### src/rtl/mac_pkg.sv
package mac_pkg;
  typedef enum logic [1:0] {
    SH_NONE = 2'b00,
    SH_R1   = 2'b01,
    SH_R16  = 2'b10,
    SH_RSV  = 2'b11
  } sh_sel_e;
endpackage

### src/rtl/mac_mul.sv
module mac_mul #(
  parameter int OP_W  = 16,
  parameter int OUT_W = 40
) (
  input  logic [OP_W-1:0]  a,
  input  logic [OP_W-1:0]  b,
  output logic [OUT_W-1:0] prod_x
);
  localparam int PW = 2 * OP_W;
  logic signed [PW-1:0] a_x, b_x, p;

  always_comb begin
    a_x    = PW'($signed(a));
    b_x    = PW'($signed(b));
    p      = a_x * b_x;
    prod_x = {{(OUT_W-PW){p[PW-1]}}, p};
  end
endmodule

### src/rtl/mac_preshift.sv
module mac_preshift
  import mac_pkg::*;
#(
  parameter int W     = 40,
  parameter int BIG_SH = 16
) (
  input  logic [W-1:0] din,
  input  logic [1:0]   sel,
  output logic [W-1:0] dout
);
  always_comb begin
    unique case (sh_sel_e'(sel))
      SH_R1:   dout = {din[W-1], din[W-1:1]};
      SH_R16:  dout = {{BIG_SH{din[W-1]}}, din[W-1:BIG_SH]};
      default: dout = din;
    endcase
  end
endmodule

### src/rtl/mac_addsub.sv
module mac_addsub #(
  parameter int W = 40
) (
  input  logic [W-1:0] x,
  input  logic [W-1:0] p,
  input  logic         sub,
  output logic [W-1:0] sum,
  output logic         ov
);
  logic [W-1:0] p_eff;
  always_comb begin
    p_eff = sub ? ~p : p;
    sum   = x + p_eff + W'(sub);
    // two's complement: inputs of equal effective sign, result sign differs
    ov    = (x[W-1] == p_eff[W-1]) && (sum[W-1] != x[W-1]);
  end
endmodule

### src/rtl/mac40_preshift.sv
module mac40_preshift #(
  parameter int OP_W   = 16,
  parameter int ACC_W  = 40,
  parameter int BIG_SH = 16
) (
  input  logic                      clk,
  input  logic                      rst_n,
  input  logic                      in_vld,
  input  logic [OP_W-1:0]           mul_a,
  input  logic [OP_W-1:0]           mul_b,
  input  logic [OP_W-1:0]           acc_lo,
  input  logic [OP_W-1:0]           acc_hi,
  input  logic [ACC_W-2*OP_W-1:0]   acc_ext,
  input  logic                      sub_en,
  input  logic [1:0]                sh_sel,
  output logic [ACC_W-1:0]          res,
  output logic                      ovf,
  output logic                      res_vld
);
  localparam int EXT_W = ACC_W - 2*OP_W;

  // reset synchronizer: assert asynchronously, release on clock
  logic [1:0] rst_sync_q;
  logic       rst_q_n;
  always_ff @(posedge clk or negedge rst_n) begin
    if (!rst_n) rst_sync_q <= 2'b00;
    else        rst_sync_q <= {rst_sync_q[0], 1'b1};
  end
  assign rst_q_n = rst_sync_q[1];

  logic [ACC_W-1:0] acc_op, acc_sh, prod_x, sum_d;
  logic             ov_d;

  assign acc_op = {acc_ext, acc_hi, acc_lo};

  mac_mul #(.OP_W(OP_W), .OUT_W(ACC_W)) u_mul (
    .a(mul_a), .b(mul_b), .prod_x(prod_x)
  );

  mac_preshift #(.W(ACC_W), .BIG_SH(BIG_SH)) u_shift (
    .din(acc_op), .sel(sh_sel), .dout(acc_sh)
  );

  mac_addsub #(.W(ACC_W)) u_add (
    .x(acc_sh), .p(prod_x), .sub(sub_en), .sum(sum_d), .ov(ov_d)
  );

  // next-state
  logic [ACC_W-1:0] res_n;
  logic             ovf_n, vld_n;
  always_comb begin
    res_n = res;
    ovf_n = ovf;
    vld_n = in_vld;
    if (in_vld) begin
      res_n = sum_d;
      ovf_n = ov_d;
    end
  end

  // registers
  always_ff @(posedge clk or negedge rst_q_n) begin
    if (!rst_q_n) begin
      res     <= '0;
      ovf     <= 1'b0;
      res_vld <= 1'b0;
    end else begin
      res     <= res_n;
      ovf     <= ovf_n;
      res_vld <= vld_n;
    end
  end

  logic unused_ok;
  assign unused_ok = ^{EXT_W[0]};
endmodule

### config.mk
export PLATFORM = sky130hd
export DESIGN_NAME = mac40_preshift
export DESIGN_NICKNAME = d
export VERILOG_FILES = /design/src/rtl/mac_pkg.sv /design/src/rtl/mac_mul.sv /design/src/rtl/mac_preshift.sv /design/src/rtl/mac_addsub.sv /design/src/rtl/mac40_preshift.sv
export SDC_FILE = /design/constraint.sdc
export NUM_CORES = 1
export LEC_CHECK = 0
export ABC_AREA = 0
export BUFFER_PORTS_ARGS = -buffer_cell sky130_fd_sc_hd__clkbuf_2
export CORE_MARGIN = 1
export CORE_UTILIZATION = 64
export DETAILED_ROUTE_END_ITERATION = 8
export PLACE_DENSITY = 0.95
export SYNTH_ARGS = -nofsm -noshare
export SYNTH_HDL_FRONTEND = slang
export SYNTH_SLANG_ARGS = --single-unit
export TNS_END_PERCENT = 10
### constraint.sdc
create_clock -name clk -period 2 [get_ports clk]
set_clock_uncertainty 0.1 [all_clocks]
set_input_delay 0.2 -clock clk [delete_from_list [all_inputs] [get_ports clk]]
set_output_delay 0.2 -clock clk [all_outputs]
set_load 0.02 [all_outputs]
==> results of run 1 <==
==> metrics by stage <==
step / setup WS (ps) / cell area (sq um) / hold slack [ps]
floorplan: -5780 / 14600 / -196
global placement: -6070 / 17600 / -116
detailed placement: -6680 / 17600 / -112
CTS: -6040 / 18600 / 115
==> what timing repair did <==
| item | CTS |
|---|---|
| setup endpoints to repair | 40 |
| pin swaps | 83 |
| hold buffers | 1 |
| hold endpoints to repair | 2 |
| resized for setup | 137 |
| cloned | 2 |
| setup buffers | 30 |
==> cell families after synthesis <==
| family | synth area share (%) |
|---|---|
| and+or+nand+nor | 14.1 |
| adders and majority gates | 46.9 |
| buffers and inverters | 10.3 |
| AOI/OAI and AO/OA | 12.0 |
| xor gates and xnor gates | 6.63 |
| DFF | 7.66 |
| muxes | 2.27 |
| other | 0.0261 |
==> per-layer routing <==
metal	global-route usage (%)	overflow
met1	76.8	0
met2	92.5	7
met3	66.9	0
met4	75.4	5
met5	25.1	0
==> flow_summary.toml, run 1 <==
[outcome]
status = "aborted with a tool error"
failing_step = "5_1_grt"
firstError = "[ERROR GRT-0116] Global routing finished with congestion. Check the congestion regions in the DRC Viewer."

[logic_synthesis]
synth_edf_count = 0
netlist_top_cells_count = "inv_1 (314), fa_1 (263), nand2_1 (178), and2_1 (121), ha_1 (118)"
async_flop_share_pct = 100
ys.flop_type = "dfrtp_1"
syn_avg_cell_area_sq_um = 8.81
synth_seq_cells = 44
ys_top_cells_by_area = "fa_1 (37%), ha_1 (10%), inv_1 (8.2%)"
ys_warn_count = 0
synth_top_cell_by_area = "fa_1"
syn-instance-count = 1632
synth.distinct_cells = 70
syn-cell-area_sq_um = 14400
synth_top_area_share_pct = 36.6
synth_most_common_cell = "inv_1"
synth-seq-area-share_pct = 7.66
synth_nets = 2091

[floorplanning]
die_h_um = 152
fp.dieW_um = 152
ioPinCount = 120
num_rows = 54
start_util_pct = 65.5

[clock_tree]
cts_buffer_depth = 2
cts_buffers = 5
htree_levels = 2
cts_sinks = 44
cts_root_buf = "clkbuf_16"

[global_route]
grt_pass1_vias = 19933
grt_pass1_wl_mm = 128
gr-total-overflow = 12
grt_max_degree = 30
grtUsageTotal_pct = 77.3

[place]
dp.cells = 2278
port-buffer-count = 119
hpwl_mm = 43.0
globalplace.congestion = 1.03
==> run 2: changes to the inputs <==
- CORE_UTILIZATION: 64 -> 40
- PLACE_DENSITY: 0.95 -> not set
- PLACE_DENSITY_LB_ADDON: not set -> 0.15
==> flow_summary.toml, run 2 <==
[outcome]
status = "finished with violations"
violations = "setup timing"

[routing]
dr_wl_met3_um = 941
drt.antenna.violating_nets = 0
highest_layer = "met4"
drt_iter0_markers = 727
drt-total-wl_mm = 38.9
route.detailed.drc = 0
firstDrtPassIters = 6
post_drt_wl_per_cell_um = 15.6
wl_met1_mm = 16.7
via_per_inst = 4.90
wl_met2_mm = 20.6
via_count = 12248

[global_route]
gr-total-overflow = 0
grtUsageTotal_pct = 22.4
grt_pass1_vias = 13268
grt_pass1_wl_mm = 65.1
antenna_found_initial = 0
grt_max_degree = 51

[clock_tree]
cts_buffers = 5
cts_tree = "done"
htree_levels = 2
worstSkewPairLatency_ps = 290
cts_root_buf = "clkbuf_16"
cts_sinks = 44
clk_pin_slew_worst_paths_ps = 70
cts_buffer_depth = 2

[timing]
fin_crit_sh_pct = 387
drv_slew = 0
hold_viol = 0
finalSetupViolCount = 39
setup_ws_ps = -5730
max_slew_margin_pct = 60.3
tightest_slew_ps = 588
grt_setup_unrepaired = "true"
finalCriticalPeriod_ps = 7730
fin_tns_setup_ps = -167390
fmax_ghz = 0.129

[final_layout]
final_nets = 2496
largest_reg_flops = 40
syn_to_final_growth_pct = 32.2
final_util_pct = 53.6
layout_commonest_cell = "buf_4"
ff_latch_area_sq_um = 1100
mostFrequentLayoutCells = "buf_4 (332), inv_1 (305), fa_1 (251)"
drive_gt1_share_pct = 31.2
regMostFlops = "res"
n_fill_cell = 3346
multiInputGateArea_sq_um = 12500
antenna_cells = 0
top_regs = "res (40), rst_sync_q (2)"

[logic_synthesis]
syn-cell-area_sq_um = 14400
ys_top_cells_by_area = "fa_1 (37%), ha_1 (10%), inv_1 (8.2%)"
synth.distinct_cells = 70
synth_edf_count = 0
synth_most_common_cell = "inv_1"
synth-seq-area-share_pct = 7.66
ys_warn_count = 0
synth_top_area_share_pct = 36.6
netlist_top_cells_count = "inv_1 (314), fa_1 (263), nand2_1 (178), and2_1 (121), ha_1 (118)"
synth_nets = 2091
ys.flop_type = "dfrtp_1"
synth_seq_cells = 44
async_flop_share_pct = 100
syn_avg_cell_area_sq_um = 8.81
syn-instance-count = 1632
synth_top_cell_by_area = "fa_1"

[place]
hpwl_mm = 33.7
port-buffer-count = 119
globalplace.congestion = 0.859

[setup_path]
slowest_stage = "fa_1"
start_kind = "primary input"
cpMostUsedCell = "fa_1"
crit_required_ps = 2090
crit_arrival_ps = 7820
cpPeakStageDelay_ps = 540
crit_type = "primary input to flip-flop"
worst-path-max-fanout = 12
cp-end-kind = "flip-flop"

[floorplanning]
die_h_um = 192
start_util_pct = 40.5
fp.dieW_um = 192
coreArea_sq_um = 35500
num_rows = 69
ioPinCount = 120
die_area_sq_um = 36700

[hold_path]
worstHoldPathType = "primary input to async pin"

[flow_run]
maxCapViolCount = 0
## run 2: cell counts after synthesis
No cell type changed its count.
## run 2: cell type report
cell class / count / share of cell area, %
multi-input cells: 1209 / 65.7
repair buffers: 463 / 18.4
inverters: 314 / 6.20
flip-flops and latches: 44 / 5.80
well taps: 461 / 3.03
clock buffers: 6 / 0.678
clock inverters: 2 / 0.184
## run 2: layer usage
layer	up-vias	track usage [%]
met4	0	4.43
met1	6127	28.8
met2	154	41.2
met3	34	1.59
met5	-	0
li1	5933	-
## run 2: cell families (layout without fill, tap and decap cells)
group | count (synthesis) | count (layout) | synth area share [%]
and+or+nand+nor | 413 | 413 | 14.1
adders and majority gates | 382 | 382 | 46.9
buffers and inverters | 379 | 785 | 10.3
AOI/OAI and AO/OA | 276 | 276 | 12.0
xor gates and xnor gates | 108 | 108 | 6.63
DFF | 44 | 44 | 7.66
muxes | 29 | 29 | 2.27
other | 1 | 1 | 0.0261
## run 2: per-stage QoR
| step | worst slack (ps) | cells | hold WS (ps) | area [sq um] |
|---|---|---|---|---|
| 4_1_cts | -5730 | 2494 | 115 | 18700 |
| 3_3_place_gp | -6180 | 2474 | -114 | 17900 |
| 3_5_place_dp | -6410 | 2474 | -110 | 17900 |
| 5_1_grt | -6080 | 2499 | 125 | 19000 |
| 2_1_floorplan | -5780 | 1632 | -196 | 14600 |
| 6_report | -5730 | 2499 | 125 | 19000 |
## run 2: path summary, 6_finish.rpt
path                       slack [ps]           from  cells after the start       endpoint
max in group asynchronous        1160  rst_sync_q[1]                      1        res[31]
setup reg to reg                 1100        res[18]                      1        res[18]
hold reg to reg                   240  rst_sync_q[1]                      1         res[3]
min in group clk                  190         in_vld                      2        res_vld
setup / recovery                -5730       mul_a[6]                     35        res[37]
hold / removal                    120          rst_n                      2  rst_sync_q[1]
## run 2: repair_timing
action                                  in CTS  in global routing
gates cloned                                 0                  1
hold endpoints to repair                     2                  0
buffers inserted                            11                  6
gates resized for setup                    127                 54
hold buffers                                 1                  0
pin swaps                                   60                 46
endpoints found under the setup margin      40                 40
## run 2: worst max-delay path: cells and delay by family
kind            cells  cell delay, ps
xor+xnor            2             200
compound gates     11            1900
fa+ha+maj           8            3380
buf+inv             5             460
mux                 1             260
simple gates        8            1400
Power of run 2 is left out: the tool's default activity adds up to more than one toggle a clock period on the data nets, which glitch-free logic cannot reach.
==> run 3: changes to the inputs <==
- BUFFER_PORTS_ARGS: -buffer_cell sky130_fd_sc_hd__clkbuf_2 -> not set
- CORE_UTILIZATION: 40 -> 65
- DONT_BUFFER_PORTS: not set -> 1
==> flow_summary.toml, run 3 (synthesis results as in run 2) <==
[outcome]
status = "finished with violations"
violations = "hold timing, setup timing"

[hold_path]
worstHoldPathType = "primary input to flip-flop"

[final_layout]
stdcell_area_sq_um = 17000
drive_gt1_share_pct = 20.9
top_regs = "res (40), rst_sync_q (2)"
regMostFlops = "res"
antenna_cells = 0
largest_reg_flops = 40
mostFrequentLayoutCells = "inv_1 (308), fa_1 (257), buf_4 (234)"
final_util_pct = 78.0
n_fill_cell = 1550
ff_latch_area_sq_um = 1100
layout_commonest_cell = "inv_1"
multiInputGateArea_sq_um = 12300
final_nets = 2274
syn_to_final_growth_pct = 18.0

[routing]
drt-total-wl_mm = 36.7
via_count = 11870
route.detailed.drc = 0
post_drt_wl_per_cell_um = 17.5
firstDrtPassIters = 5
drt.antenna.violating_nets = 0
via_per_inst = 5.66
drt_iter0_markers = 625

[setup_path]
cp-end-kind = "flip-flop"
worst-path-max-fanout = 16
crit_arrival_ps = 7820
cpPeakStageDelay_ps = 530
crit_required_ps = 2090
cpMostUsedCell = "fa_1"
crit_type = "primary input to flip-flop"
start_kind = "primary input"
slowest_stage = "fa_1"

[timing]
drv_slew = 0
fmax_ghz = 0.129
whs_ps = -169
hold_viol = 38
finalSetupViolCount = 38
tightest_slew_ps = 789
fin_crit_sh_pct = 387
setup_ws_ps = -5730
max_slew_margin_pct = 47.4
finalCriticalPeriod_ps = 7730
grt_setup_unrepaired = "true"

[place]
globalplace.congestion = 0.914
hpwl_mm = 30.0
port-buffer-count = 0
place_area_sq_um = 16300
pre_cts_slack_ps = -6040

[global_route]
grt_max_degree = 51
gr-total-overflow = 0
antenna_found_initial = 0
grt_pass1_vias = 12592
grtUsageTotal_pct = 33.8
grt_pass1_wl_mm = 59.4

[floorplanning]
num_rows = 54
start_util_pct = 66.1
ioPinCount = 120
die_area_sq_um = 22700
coreArea_sq_um = 21800
die_h_um = 151
fp.dieW_um = 151

[clock_tree]
cts_buffers = 5
cts_root_buf = "clkbuf_16"
cts_sinks = 44
clk_pin_slew_worst_paths_ps = 70
htree_levels = 2
cts_buffer_depth = 2
worstSkewPairLatency_ps = 300
cts_tree = "done"
hold_buffers = 2

[flow_run]
maxCapViolCount = 0
[run 3: cell type report]
class                      instances  area share [%]
clock buffer                       6           0.818
timing repair buffer             241            10.9
inverter                         314            6.94
multi-input combinational       1209            72.6
tap                              280            2.06
sequential                        44            6.49
clock inverter                     2           0.228
[run 3: final timing paths]
check	slack, ps	to	start	cells past startpoint
max in group asynchronous	900	res[28]	rst_sync_q[1]	1
setup / recovery	-5730	res[39]	mul_b[4]	36
min in group asynchronous	20	rst_sync_q[0]	rst_n	1
hold / removal	-170	res_vld	in_vld	0
setup reg to reg	590	res[0]	res[0]	3
hold reg to reg	250	rst_sync_q[1]	rst_sync_q[0]	0
[run 3: through the flow]
stage	TNS [ps]	instances
final	-165580	2096
after global placement	-174250	2070
after detailed placement	-177180	2070
after floorplan	-165280	1632
after CTS	-161690	2088
after global routing	-174910	2096
[run 3: repair_timing]
| item | CTS | global route |
|---|---|---|
| pin swaps | 49 | 37 |
| endpoints found under the hold margin | 41 | 38 |
| buffers inserted | 8 | 9 |
| setup endpoints to repair | 39 | 40 |
| gates resized for setup | 39 | 37 |
[run 3: critical path, delay by kind of cell]
kind                       cells  cell delay, ps
buffers and inverters          8             650
and+or+nand+nor                6            1040
adders and majority gates      8            3480
AOI/OAI and AO/OA             12            2270
xor gates and xnor gates       2             180
[run 3: metal layers]
layer	vias to the layer above	routed length (um)	global-route usage, %
li1	5488	-	-
met2	356	19400	60.4
met1	5919	14300	41.6
met3	107	1650	3.64
met5	-	0	0
met4	0	1440	13.2
Power of run 3 is left out for the same reason.
